`src/rtl/ddr_init_pkg.sv`:
```
package ddr_init_pkg;

  typedef enum logic [3:0] {
    ST_IDLE,
    ST_STABLE,
    ST_CKE,
    ST_PREA1,
    ST_EMRS,
    ST_MRS_RST,
    ST_PREA2,
    ST_REF1,
    ST_REF2,
    ST_MRS_FIN,
    ST_DONE
  } init_step_e;

  typedef enum logic [2:0] {
    OP_NOP,
    OP_PREA,
    OP_REF,
    OP_EMRS,
    OP_MRS_RST,
    OP_MRS_FIN
  } init_op_e;

  typedef struct packed {
    logic [2:0] burst_len;
    logic       interleave;
    logic [2:0] cas_lat;
    logic [1:0] drive;
  } mode_cfg_t;

  // ceiling of ps / tck, never below one cycle
  function automatic int unsigned ps_to_cyc(int unsigned ps, int unsigned tck);
    int unsigned c;
    c = (ps + tck - 1) / tck;
    return (c == 0) ? 1 : c;
  endfunction

  function automatic int unsigned max2(int unsigned a, int unsigned b);
    return (a > b) ? a : b;
  endfunction

endpackage

```
`src/rtl/ddr_init_timer.sv`:
```
module ddr_init_timer #(
  parameter int unsigned TW = 8
) (
  input  logic          clk,
  input  logic          rst_n,
  input  logic          load,
  input  logic [TW-1:0] load_val,
  output logic          expired
);

  logic [TW-1:0] cnt_q;

  always_ff @(posedge clk or negedge rst_n) begin
    if (!rst_n)             cnt_q <= '0;
    else if (load)          cnt_q <= load_val;
    else if (cnt_q != '0)   cnt_q <= cnt_q - 1'b1;
  end

  assign expired = (cnt_q == '0);


  timer_holds_zero_chk: assert property (@(posedge clk) disable iff (!rst_n)
    (expired && !load) |=> expired);

endmodule

```
`src/rtl/ddr_init_lock.sv`:
```
module ddr_init_lock #(
  parameter int unsigned LOCK_CYC = 200
) (
  input  logic clk,
  input  logic rst_n,
  input  logic arm,
  output logic lock_ok
);

  if (LOCK_CYC <= 1) begin : g_short
    logic armed_q;
    always_ff @(posedge clk or negedge rst_n) begin
      if (!rst_n)   armed_q <= 1'b0;
      else if (arm) armed_q <= 1'b1;
    end
    assign lock_ok = armed_q;
  end else begin : g_count
    localparam int unsigned LW = $clog2(LOCK_CYC);
    localparam logic [LW-1:0] LAST = LW'(LOCK_CYC - 1);
    logic          armed_q;
    logic [LW-1:0] cnt_q;
    always_ff @(posedge clk or negedge rst_n) begin
      if (!rst_n) begin
        armed_q <= 1'b0;
        cnt_q   <= '0;
      end else if (arm) begin
        armed_q <= 1'b1;
        cnt_q   <= LW'(1);
      end else if (armed_q && cnt_q != LAST) begin
        cnt_q   <= cnt_q + 1'b1;
      end
    end
    assign lock_ok = armed_q && (cnt_q == LAST);
  end


  lock_ok_hold_chk: assert property (@(posedge clk) disable iff (!rst_n)
    lock_ok |=> lock_ok);

endmodule

```
`src/rtl/ddr_cmd_encode.sv`:
```
module ddr_cmd_encode
  import ddr_init_pkg::*;
#(
  parameter int unsigned ADDR_W = 12,
  parameter int unsigned BA_W   = 2
) (
  input  init_op_e          op,
  input  mode_cfg_t         cfg,
  output logic              cs_n,
  output logic              ras_n,
  output logic              cas_n,
  output logic              we_n,
  output logic [BA_W-1:0]   ba,
  output logic [ADDR_W-1:0] addr
);

  localparam int unsigned AP_BIT  = 8;
  localparam int unsigned DLL_BIT = 8;

  always_comb begin
    cs_n  = 1'b0;
    ras_n = 1'b1;
    cas_n = 1'b1;
    we_n  = 1'b1;
    ba    = '0;
    addr  = '0;
    unique case (op)
      OP_PREA: begin
        ras_n        = 1'b0;
        we_n         = 1'b0;
        addr[AP_BIT] = 1'b1;
      end
      OP_REF: begin
        ras_n = 1'b0;
        cas_n = 1'b0;
      end
      OP_EMRS: begin
        {ras_n, cas_n, we_n} = 3'b000;
        ba[0]   = 1'b1;
        addr[0] = 1'b0;
        addr[1] = cfg.drive[0];
        addr[6] = cfg.drive[1];
      end
      OP_MRS_RST, OP_MRS_FIN: begin
        {ras_n, cas_n, we_n} = 3'b000;
        addr[2:0]     = cfg.burst_len;
        addr[3]       = cfg.interleave;
        addr[6:4]     = cfg.cas_lat;
        addr[DLL_BIT] = (op == OP_MRS_RST);
      end
      default: ;
    endcase
  end

endmodule

```
`src/rtl/ddr_init_seq.sv`:
```
module ddr_init_seq
  import ddr_init_pkg::*;
#(
  parameter int unsigned TCK_PS       = 5000,
  parameter int unsigned STABLE_PS    = 200_000_000,
  parameter int unsigned TRP_PS       = 20_000,
  parameter int unsigned TRFC_PS      = 70_000,
  parameter int unsigned TMRD_CYC     = 2,
  parameter int unsigned CKE_NOP_CYC  = 1,
  parameter int unsigned DLL_LOCK_CYC = 200,
  parameter int unsigned ADDR_W       = 12,
  parameter int unsigned BA_W         = 2
) (
  input  logic              clk,
  input  logic              rst_n,
  input  logic              start,
  input  logic [2:0]        cfg_burst_len,
  input  logic              cfg_interleave,
  input  logic [2:0]        cfg_cas_lat,
  input  logic [1:0]        cfg_drive,
  output logic              cke,
  output logic              cs_n,
  output logic              ras_n,
  output logic              cas_n,
  output logic              we_n,
  output logic [BA_W-1:0]   ba,
  output logic [ADDR_W-1:0] addr,
  output logic              done
);

  localparam int unsigned STABLE_CYC = ps_to_cyc(STABLE_PS, TCK_PS);
  localparam int unsigned TRP_CYC    = ps_to_cyc(TRP_PS, TCK_PS);
  localparam int unsigned TRFC_CYC   = ps_to_cyc(TRFC_PS, TCK_PS);
  localparam int unsigned MRD_CYC    = (TMRD_CYC == 0) ? 1 : TMRD_CYC;
  localparam int unsigned CKN_CYC    = (CKE_NOP_CYC == 0) ? 1 : CKE_NOP_CYC;
  localparam int unsigned MAX_GAP    =
    max2(max2(STABLE_CYC, TRP_CYC), max2(max2(TRFC_CYC, MRD_CYC), CKN_CYC));
  localparam int unsigned TW         = $clog2(MAX_GAP + 1);

  init_step_e step_q, step_d;
  logic       first_q, first_d;
  mode_cfg_t  cfg_q, cfg_d;
  logic       done_q, done_d;
  logic       tmr_load, tmr_expired, lock_ok;
  logic [TW-1:0] tmr_val;
  init_op_e   op;

  function automatic init_step_e follow(init_step_e s);
    unique case (s)
      ST_CKE:     return ST_PREA1;
      ST_PREA1:   return ST_EMRS;
      ST_EMRS:    return ST_MRS_RST;
      ST_MRS_RST: return ST_PREA2;
      ST_PREA2:   return ST_REF1;
      ST_REF1:    return ST_REF2;
      ST_REF2:    return ST_MRS_FIN;
      default:    return ST_DONE;
    endcase
  endfunction

  function automatic int unsigned gap_of(init_step_e s);
    unique case (s)
      ST_CKE:                        return CKN_CYC;
      ST_PREA1, ST_PREA2:            return TRP_CYC;
      ST_REF1, ST_REF2:              return TRFC_CYC;
      ST_EMRS, ST_MRS_RST, ST_MRS_FIN: return MRD_CYC;
      default:                       return 1;
    endcase
  endfunction

  function automatic init_op_e op_of(init_step_e s);
    unique case (s)
      ST_PREA1, ST_PREA2: return OP_PREA;
      ST_REF1, ST_REF2:   return OP_REF;
      ST_EMRS:            return OP_EMRS;
      ST_MRS_RST:         return OP_MRS_RST;
      ST_MRS_FIN:         return OP_MRS_FIN;
      default:            return OP_NOP;
    endcase
  endfunction

  always_comb begin
    step_d   = step_q;
    first_d  = 1'b0;
    cfg_d    = cfg_q;
    done_d   = done_q;
    tmr_load = 1'b0;
    tmr_val  = '0;
    unique case (step_q)
      ST_IDLE: begin
        if (start) begin
          cfg_d    = '{burst_len: cfg_burst_len, interleave: cfg_interleave,
                       cas_lat: cfg_cas_lat, drive: cfg_drive};
          step_d   = ST_STABLE;
          tmr_load = 1'b1;
          tmr_val  = TW'(STABLE_CYC - 1);
        end
      end
      ST_STABLE: begin
        if (tmr_expired) begin
          step_d   = ST_CKE;
          first_d  = 1'b1;
          tmr_load = 1'b1;
          tmr_val  = TW'(CKN_CYC - 1);
        end
      end
      ST_MRS_FIN: begin
        if (tmr_expired && lock_ok) begin
          step_d = ST_DONE;
          done_d = 1'b1;
        end
      end
      ST_DONE: ;
      default: begin
        if (tmr_expired) begin
          step_d   = follow(step_q);
          first_d  = 1'b1;
          tmr_load = 1'b1;
          tmr_val  = TW'(gap_of(follow(step_q)) - 1);
        end
      end
    endcase
  end

  always_ff @(posedge clk or negedge rst_n) begin
    if (!rst_n) begin
      step_q  <= ST_IDLE;
      first_q <= 1'b0;
      cfg_q   <= '0;
      done_q  <= 1'b0;
    end else begin
      step_q  <= step_d;
      first_q <= first_d;
      cfg_q   <= cfg_d;
      done_q  <= done_d;
    end
  end

  ddr_init_timer #(.TW(TW)) u_timer (
    .clk      (clk),
    .rst_n    (rst_n),
    .load     (tmr_load),
    .load_val (tmr_val),
    .expired  (tmr_expired)
  );

  ddr_init_lock #(.LOCK_CYC(DLL_LOCK_CYC)) u_lock (
    .clk     (clk),
    .rst_n   (rst_n),
    .arm     (step_q == ST_MRS_RST && first_q),
    .lock_ok (lock_ok)
  );

  assign op = first_q ? op_of(step_q) : OP_NOP;

  ddr_cmd_encode #(.ADDR_W(ADDR_W), .BA_W(BA_W)) u_enc (
    .op    (op),
    .cfg   (cfg_q),
    .cs_n  (cs_n),
    .ras_n (ras_n),
    .cas_n (cas_n),
    .we_n  (we_n),
    .ba    (ba),
    .addr  (addr)
  );

  assign cke  = (step_q != ST_IDLE) && (step_q != ST_STABLE);
  assign done = done_q;


  cke_stays_high_chk: assert property (@(posedge clk) disable iff (!rst_n)
    cke |=> cke);

  done_sticky_chk: assert property (@(posedge clk) disable iff (!rst_n)
    done |=> done);

  nop_after_done_chk: assert property (@(posedge clk) disable iff (!rst_n)
    done |-> (!cs_n && ras_n && cas_n && we_n));

  done_after_lock_chk: assert property (@(posedge clk) disable iff (!rst_n)
    done |-> lock_ok);

  no_cmd_cke_low_chk: assert property (@(posedge clk) disable iff (!rst_n)
    !cke |-> (!cs_n && ras_n && cas_n && we_n));

  single_cycle_cmd_chk: assert property (@(posedge clk) disable iff (!rst_n)
    !(ras_n && cas_n && we_n) |=> (ras_n && cas_n && we_n));

  mode_reserved_low_chk: assert property (@(posedge clk) disable iff (!rst_n)
    (!ras_n && !cas_n && !we_n && !ba[0]) |->
      (!ba[BA_W-1] && !addr[7] && addr[ADDR_W-1:9] == '0));

endmodule

```
`config.mk`:
```
export PLATFORM = sky130hd
export DESIGN_NAME = ddr_init_seq
export DESIGN_NICKNAME = d
export VERILOG_FILES = /design/src/rtl/ddr_init_pkg.sv /design/src/rtl/ddr_init_timer.sv /design/src/rtl/ddr_init_lock.sv /design/src/rtl/ddr_cmd_encode.sv /design/src/rtl/ddr_init_seq.sv
export SDC_FILE = /design/constraint.sdc
export NUM_CORES = 1
export LEC_CHECK = 0
export BUFFER_PORTS_ARGS = -buffer_cell sky130_fd_sc_hd__clkbuf_2
export CAP_MARGIN = 0
export CORE_AREA = 3 3 96 75
export DETAILED_ROUTE_END_ITERATION = 16
export DIE_AREA = 0 0 99 78
export PLACE_DENSITY = 0.63
export SLEW_MARGIN = 40
export SYNTH_ARGS = -nofsm -noshare
export SYNTH_HDL_FRONTEND = slang
export SYNTH_HIERARCHICAL = 1
export SYNTH_SLANG_ARGS = --single-unit
```
`constraint.sdc`:
```
create_clock -name clk -period 9.1 [get_ports clk]
set_input_delay 1.82 -clock clk [delete_from_list [all_inputs] [get_ports clk]]
set_output_delay 1.82 -clock clk [all_outputs]
set_load 0.01 [all_outputs]
```
# Word level (Yosys, flattened, before mapping)
# Memory sizes are Yosys's and may differ from the RTL's.
# Index checks and enable logic that the tools add are counted.
[word_totals]
reg_bits = 40
mem_bits_ro = 64
in_bits = 12
output_inout_bits = 20
wordCells = 91
memories = 1
[classes]
n_addsub = 3
n_eq_ne = 21
mux = 30
bitwise = 1
reduce_logical = 25
[memory_table]
columns = ["name", "depth", "word_bits", "rd", "rd_clocked_by_memory_dff", "write_ports", "line", "text"]
rows = [
  ["(name not given)", 16, 4, 1, 0, 0, "ddr_init_seq.sv:62", "unique case (s)"],
]
[op_table]
columns = ["operator", "count"]
rows = [
  ["2-to-1 mux 16 bit", 6],
  ["one-hot mux 16 bit (2 select lines)", 1],
  ["subtractor 16 x 1 -> 16 bit, second input constant", 2],
  ["one-hot mux 4 bit (7 select lines)", 1],
  ["2-to-1 mux 4 bit", 6],
  ["== test 4 x 3 -> 1 bit, second input constant", 4],
  ["zero test 16 bit", 1],
  ["2-to-1 mux 8 bit", 2],
  ["one-hot mux 4 bit (4 select lines)", 1],
  ["nonzero test 16 bit", 1],
  ["one-hot mux 3 bit (5 select lines)", 1],
  ["== test 4 bit, second input constant", 3],
  ["OR reduction 4 bit", 3],
  ["adder 8 x 1 -> 8 bit, second input constant", 1],
  ["== test 4 x 2 -> 1 bit, second input constant", 2],
  ["== test 8 bit, second input constant", 1],
  ["!= test 8 bit, second input constant", 1],
  ["OR reduction 2 bit", 4],
  ["2-to-1 mux 1 bit", 7],
  ["== test 3 x 2 -> 1 bit, second input constant", 2],
  ["== test 3 bit, second input constant", 2],
  ["!= test 2 bit, second input constant", 3],
  ["one-hot mux 1 bit (2 select lines)", 3],
  ["OR reduction 3 bit", 2],
  ["14 further kinds", 20],
]

# Depth between registers and ports, before layout
# An unclocked memory read counts as a cell.
[logic_depth]
depth_word = 11
mapped_depth = 13
depth_no_buf = 11

# Cells and area by module
# Netlist, hierarchy kept.
[modules_own_cells]
columns = ["module", "instances", "cells_each", "area_per_inst_um2", "seq_area_each_um2"]
rows = [
  ["ddr_init_seq", 1, 107, 1064.8, 375.4],
  ["ddr_init_timer", 1, 96, 1013.5, 400.4],
  ["ddr_init_lock", 1, 46, 460.4, 225.2],
  ["ddr_cmd_encode", 1, 24, 168.9, 0.0],
]

# Worst setup path before layout
# No wires, ideal clock.
[synth_path]
path_type = "reg2out"
start = "register step_q[0]"
end = "output port addr[1]"
arrival_time_ps = 1574
required_ps = 7280
path_slack_ps = 5706
stages_incl_launch_ff = 8
n_path_buf = 1
cell_sequence = "dfrtp_1 -> buf_6 -> inv_1 -> nor2_1 -> nand2_1 -> a21oi_1 -> nor2b_4 -> a32o_1"
[synth_between]
elab_chain_len = 7
elab_cells_between_ends = 16
[synth_rtl]
columns = ["element", "line", "text"]
rows = [
  ["start: declaration", "ddr_init_seq.sv:40", "init_step_e step_q, step_d;"],
  ["start signal: assignment", "ddr_init_seq.sv:132", "step_q <= step_d;"],
  ["== test 4 x 3 -> 1 bit (tied with other cells)", "ddr_init_seq.sv:72", "unique case (s)"],
  ["OR reduction 2 bit", "ddr_init_seq.sv:72", ""],
  ["one-hot mux 3 bit (5 select lines) (*)", "ddr_init_seq.sv:72", ""],
  ["2-to-1 mux 3 bit (*)", "ddr_init_seq.sv:154", "assign op = first_q ? op_of(step_q) : OP_NOP;"],
  ["net op[2]", "ddr_init_seq.sv:46", "init_op_e op;"],
  ["== test 3 bit", "ddr_cmd_encode.sv:27", "unique case (op)"],
  ["OR reduction 2 bit", "ddr_cmd_encode.sv:27", ""],
  ["one-hot mux 2 bit (2 select lines) (*)", "ddr_cmd_encode.sv:27", ""],
  ["end: declaration", "ddr_init_seq.sv:27", "output logic [ADDR_W-1:0] addr,"],
]
# The timed path passes the listed nets; every way through them passes the cells marked *.

# Final worst setup path
[layout_path]
start = "register step_q[0]"
end = "output port addr[4]"
[layout_between]
elab_chain_len = 7
elab_cells_between_ends = 15
[layout_rtl]
columns = ["element", "line"]
rows = [
  ["== test 4 x 3 -> 1 bit (tied with other cells)", "ddr_init_seq.sv:72"],
  ["OR reduction 2 bit", "ddr_init_seq.sv:72"],
  ["one-hot mux 3 bit (5 select lines) (*)", "ddr_init_seq.sv:72"],
  ["2-to-1 mux 3 bit (*)", "ddr_init_seq.sv:154"],
  ["net op[2]", "ddr_init_seq.sv:46"],
  ["== test 3 bit", "ddr_cmd_encode.sv:27"],
  ["OR reduction 2 bit (*)", "ddr_cmd_encode.sv:27"],
  ["2-to-1 mux 4 bit (*)", "ddr_cmd_encode.sv:27"],
]
# Marks and branches as above.

==> flow_summary.yaml <==
yosys:
  syn_area_per_cell_um2: 9.918
  synth_edf_count: 0
  synthCells: 273
  yosys_warnings: 6
  synth_cell_types: 68
  ys_ff_latch: 40
  netlist_area_mm2: 0.002708
  ys_seq_area_share_pct: 36.97
  async_reset_ff_share_pct: 100.0
  ys.flop_type: "dfrtp_1"
setup_path:
  critPathMaxFanout: 17
  cp_data_arrival_time_ps: 2620
  regToRegSetupSlack_ps: 5610
  cp.required_ps: 7280
  startpoint: "step_q[0]"
  startpoint_type: "register"
  r2r-end: "u_timer/cnt_q[7]"
  reg2reg_depth: 12
  critPathCaptureType: "output port"
  cp-endpoint: "addr[4]"
  worstSetupPathType: "register to output port"
  worstReg2RegStart: "u_timer/cnt_q[0]"
cells_and_area:
  fill_cells: 592
  layout-drive-gt1-share_pct: 22.11
  fin_nets: 309
  final_cells: 375
  insertedDiodeCount: 0
  area_growth_syn_to_layout_pct: 8.595
global_route:
  grt_pass1_wl_mm: 9.839
  gr-usage-all-layers_pct: 15.53
  grt_overflow: 0
  grt_max_degree: 41
  antenna_found_initial: 0
  grt_pass1_vias: 1939
worst_hold_path:
  hold_class: "register to register"
  hold_depth: 1
  hp-start: "done"
placed_design:
  hpwlAfterDp_mm: 3.852
  post-place-cells: 367
  portBuffers: 25
  gp_congestion: 0.7608
route:
  post_drt_wl_per_cell_um: 14.88
  routed_wl_mm: 5.581
  first_pass_iters: 4
  vias: 2045
  first_iter_violations: 139
  drc: 0
  ant_nets: 0
  drt-vias-per-instance: 5.453
timing:
  post-route-min-period_ps: 4436
  tightest_slew_ps: 698.7
  finalCritPeriodShare_pct: 48.75
  hold_viol: 0
  worst_clock_skew_ps: 10.60
  max_slew_margin_pct: 53.42
  setup_viol: 0
  setup-tns-final_ps: 0
  hold-worst-slack_ps: 487.0
  fmax_mhz: 225.4
  rsz0062_at_grt: "no"
  drv_slew: 0
cts:
  numCtsBuffers: 5
  hold_buffers: 0
  cts_setup_buffers: 0
  cts_sinks: 40
  root_buffer: "clkbuf_8"
  cts_resized: 0
  clk_path_buf_depth: 2
  clock_latency_ps: 300
  path_clk_slew_ps: 80
  cts_tree: "yes"
  htreeDepth: 2
power:
  pwr_density_cell_mw_per_mm2: 177.7
  vdd_drop_max_uv: 74.90
  total_leakage_power_nw: 1.308
run_status:
  status: "complete, no violations"
die:
  ios: 32
  start_util_pct: 43.06
  core_mm2: 0.006287
  dieArea_mm2: 0.007722
  core.rowCount: 25
  dieWidth_um: 99
  die_h_um: 78
run:
  drv_cap: 0
==> per-layer routing <==
layer / GRT usage (%) / vias to the layer above / share of wire (%)
li1: - / 1017 / -
met1: 24.68 / 954 / 53
met2: 20.44 / 70 / 39
met3: 3.863 / 4 / 7.0
met4: 4.093 / 0 / 0.86
met5: 0 / - / 0
==> final cells by class <==
| type | instances | area (µm²) | area share (%) |
|---|---|---|---|
| multi-input combinational | 212 | 1562 | 53.11 |
| sequential | 40 | 1001 | 34.04 |
| timing repair buffer | 26 | 135.1 | 4.596 |
| tap | 81 | 101.3 | 3.447 |
| clock buffer | 5 | 68.82 | 2.340 |
| clock inverter | 3 | 42.54 | 1.447 |
| inverter | 8 | 30.03 | 1.021 |
==> cell usage in the layout (no fill, tap or decap), drive strengths merged, types with 2 or more instances in the layout <==
master / instances
o21ai: 15
a32o: 2
clkbuf: 30
and2: 10
a31oi: 5
mux2: 10
ha: 4
nor4: 3
a21o: 2
mux2i: 3
nor2: 18
nand2b: 15
a41o: 2
xnor2: 12
dfrtp: 40
xor2: 2
o31ai: 8
inv: 7
o31a: 4
or3: 5
nand4: 4
nand3b: 3
nand4b: 2
nor3: 10
or2: 2
nand3: 8
o22ai: 2
nor2b: 4
nand2: 12
o211a: 8
o22a: 4
a21oi: 8
clkinv: 2
nor3b: 2
a21boi: 3
conb: 9
==> registers in the layout, indices dropped and copies added, names as in the netlist <==
register                flops
u_timer/cnt_q              16
cfg_q                       9
u_lock/g_count.cnt_q        8
step_q                      4
done                        1
first_q                     1
u_lock/g_count.armed_q      1
==> worst min path at each step <==
stage / endpoint / slack [ps]
after floorplan: cfg_q[2] / 470
after global placement: done / 480
after detailed placement: done / 480
after CTS: done / 500
after global routing: done / 520
final: done / 490
==> synthesized netlist by cell type (4+ instances only) <==
| cell type | n | share of area [%] |
|---|---|---|
| dfrtp_1 | 40 | 37 |
| inv_1 | 7 | 0.97 |
| and2_1 | 9 | 2.1 |
| o31a_1 | 4 | 1.3 |
| mux2_2 | 6 | 2.5 |
| xnor2_1 | 12 | 3.9 |
| nor2_1 | 17 | 2.4 |
| buf_6 | 5 | 2.1 |
| nand2b_1 | 14 | 3.2 |
| buf_2 | 5 | 0.92 |
| a31oi_1 | 5 | 1.2 |
| o31ai_1 | 8 | 2.2 |
| ha_1 | 4 | 1.8 |
| buf_4 | 6 | 1.7 |
| mux2_4 | 4 | 2.2 |
| o22a_1 | 4 | 1.3 |
| nor3_1 | 7 | 1.3 |
| a21oi_1 | 8 | 1.5 |
| o21ai_0 | 12 | 2.2 |
| o211a_1 | 8 | 3.0 |
| nand2_1 | 11 | 1.5 |
| nand3_1 | 6 | 1.1 |
| or3_1 | 5 | 1.2 |
==> stage by stage <==
| step | total power [mW] | cell area, µm² | setup slack, ps | utilization [%] |
|---|---|---|---|---|
| 3_3_place_gp | 0.3742 | 2826 | 5064 | 44.96 |
| 6_report | 0.5226 | 2940 | 4664 | 46.77 |
| 4_1_cts | 0.5281 | 2940 | 4678 | 46.77 |
| 3_5_place_dp | 0.3766 | 2829 | 5025 | 45.00 |
| 2_1_floorplan | 0.3485 | 2734 | 5706 | - |
| 5_1_grt | 0.5592 | 2940 | 4417 | 46.77 |
==> report_power, final <==
part,switching (mW),total (mW),internal (mW)
logic,0.0534,0.118,0.0649
registers,0.0440,0.256,0.212
clock network,0.0667,0.148,0.0812
total,0.164,0.523,0.359
==> cell families (layout without fill, tap and decap cells) <==
group,Yosys count,count (layout),synth area share (%)
simple gates,101,101,24.45
buf+inv,28,42,6.330
fa+ha+maj,4,4,1.849
compound gates,71,71,19.50
flops,40,40,36.97
other cells,2,9,0.2774
xor+xnor,14,14,4.806
mux,13,13,5.823
==> worst max-delay path, cell delays in order (launching register included) <==
cell and delay [ps]:
dfrtp_1 710, inv_1 190, nor2_1 250, nand2_1 110, a21oi_1 430, nor2b_4 330, and2_1 160, clkbuf_2 130
No activity file was read; power rests on OpenSTA's default activity.
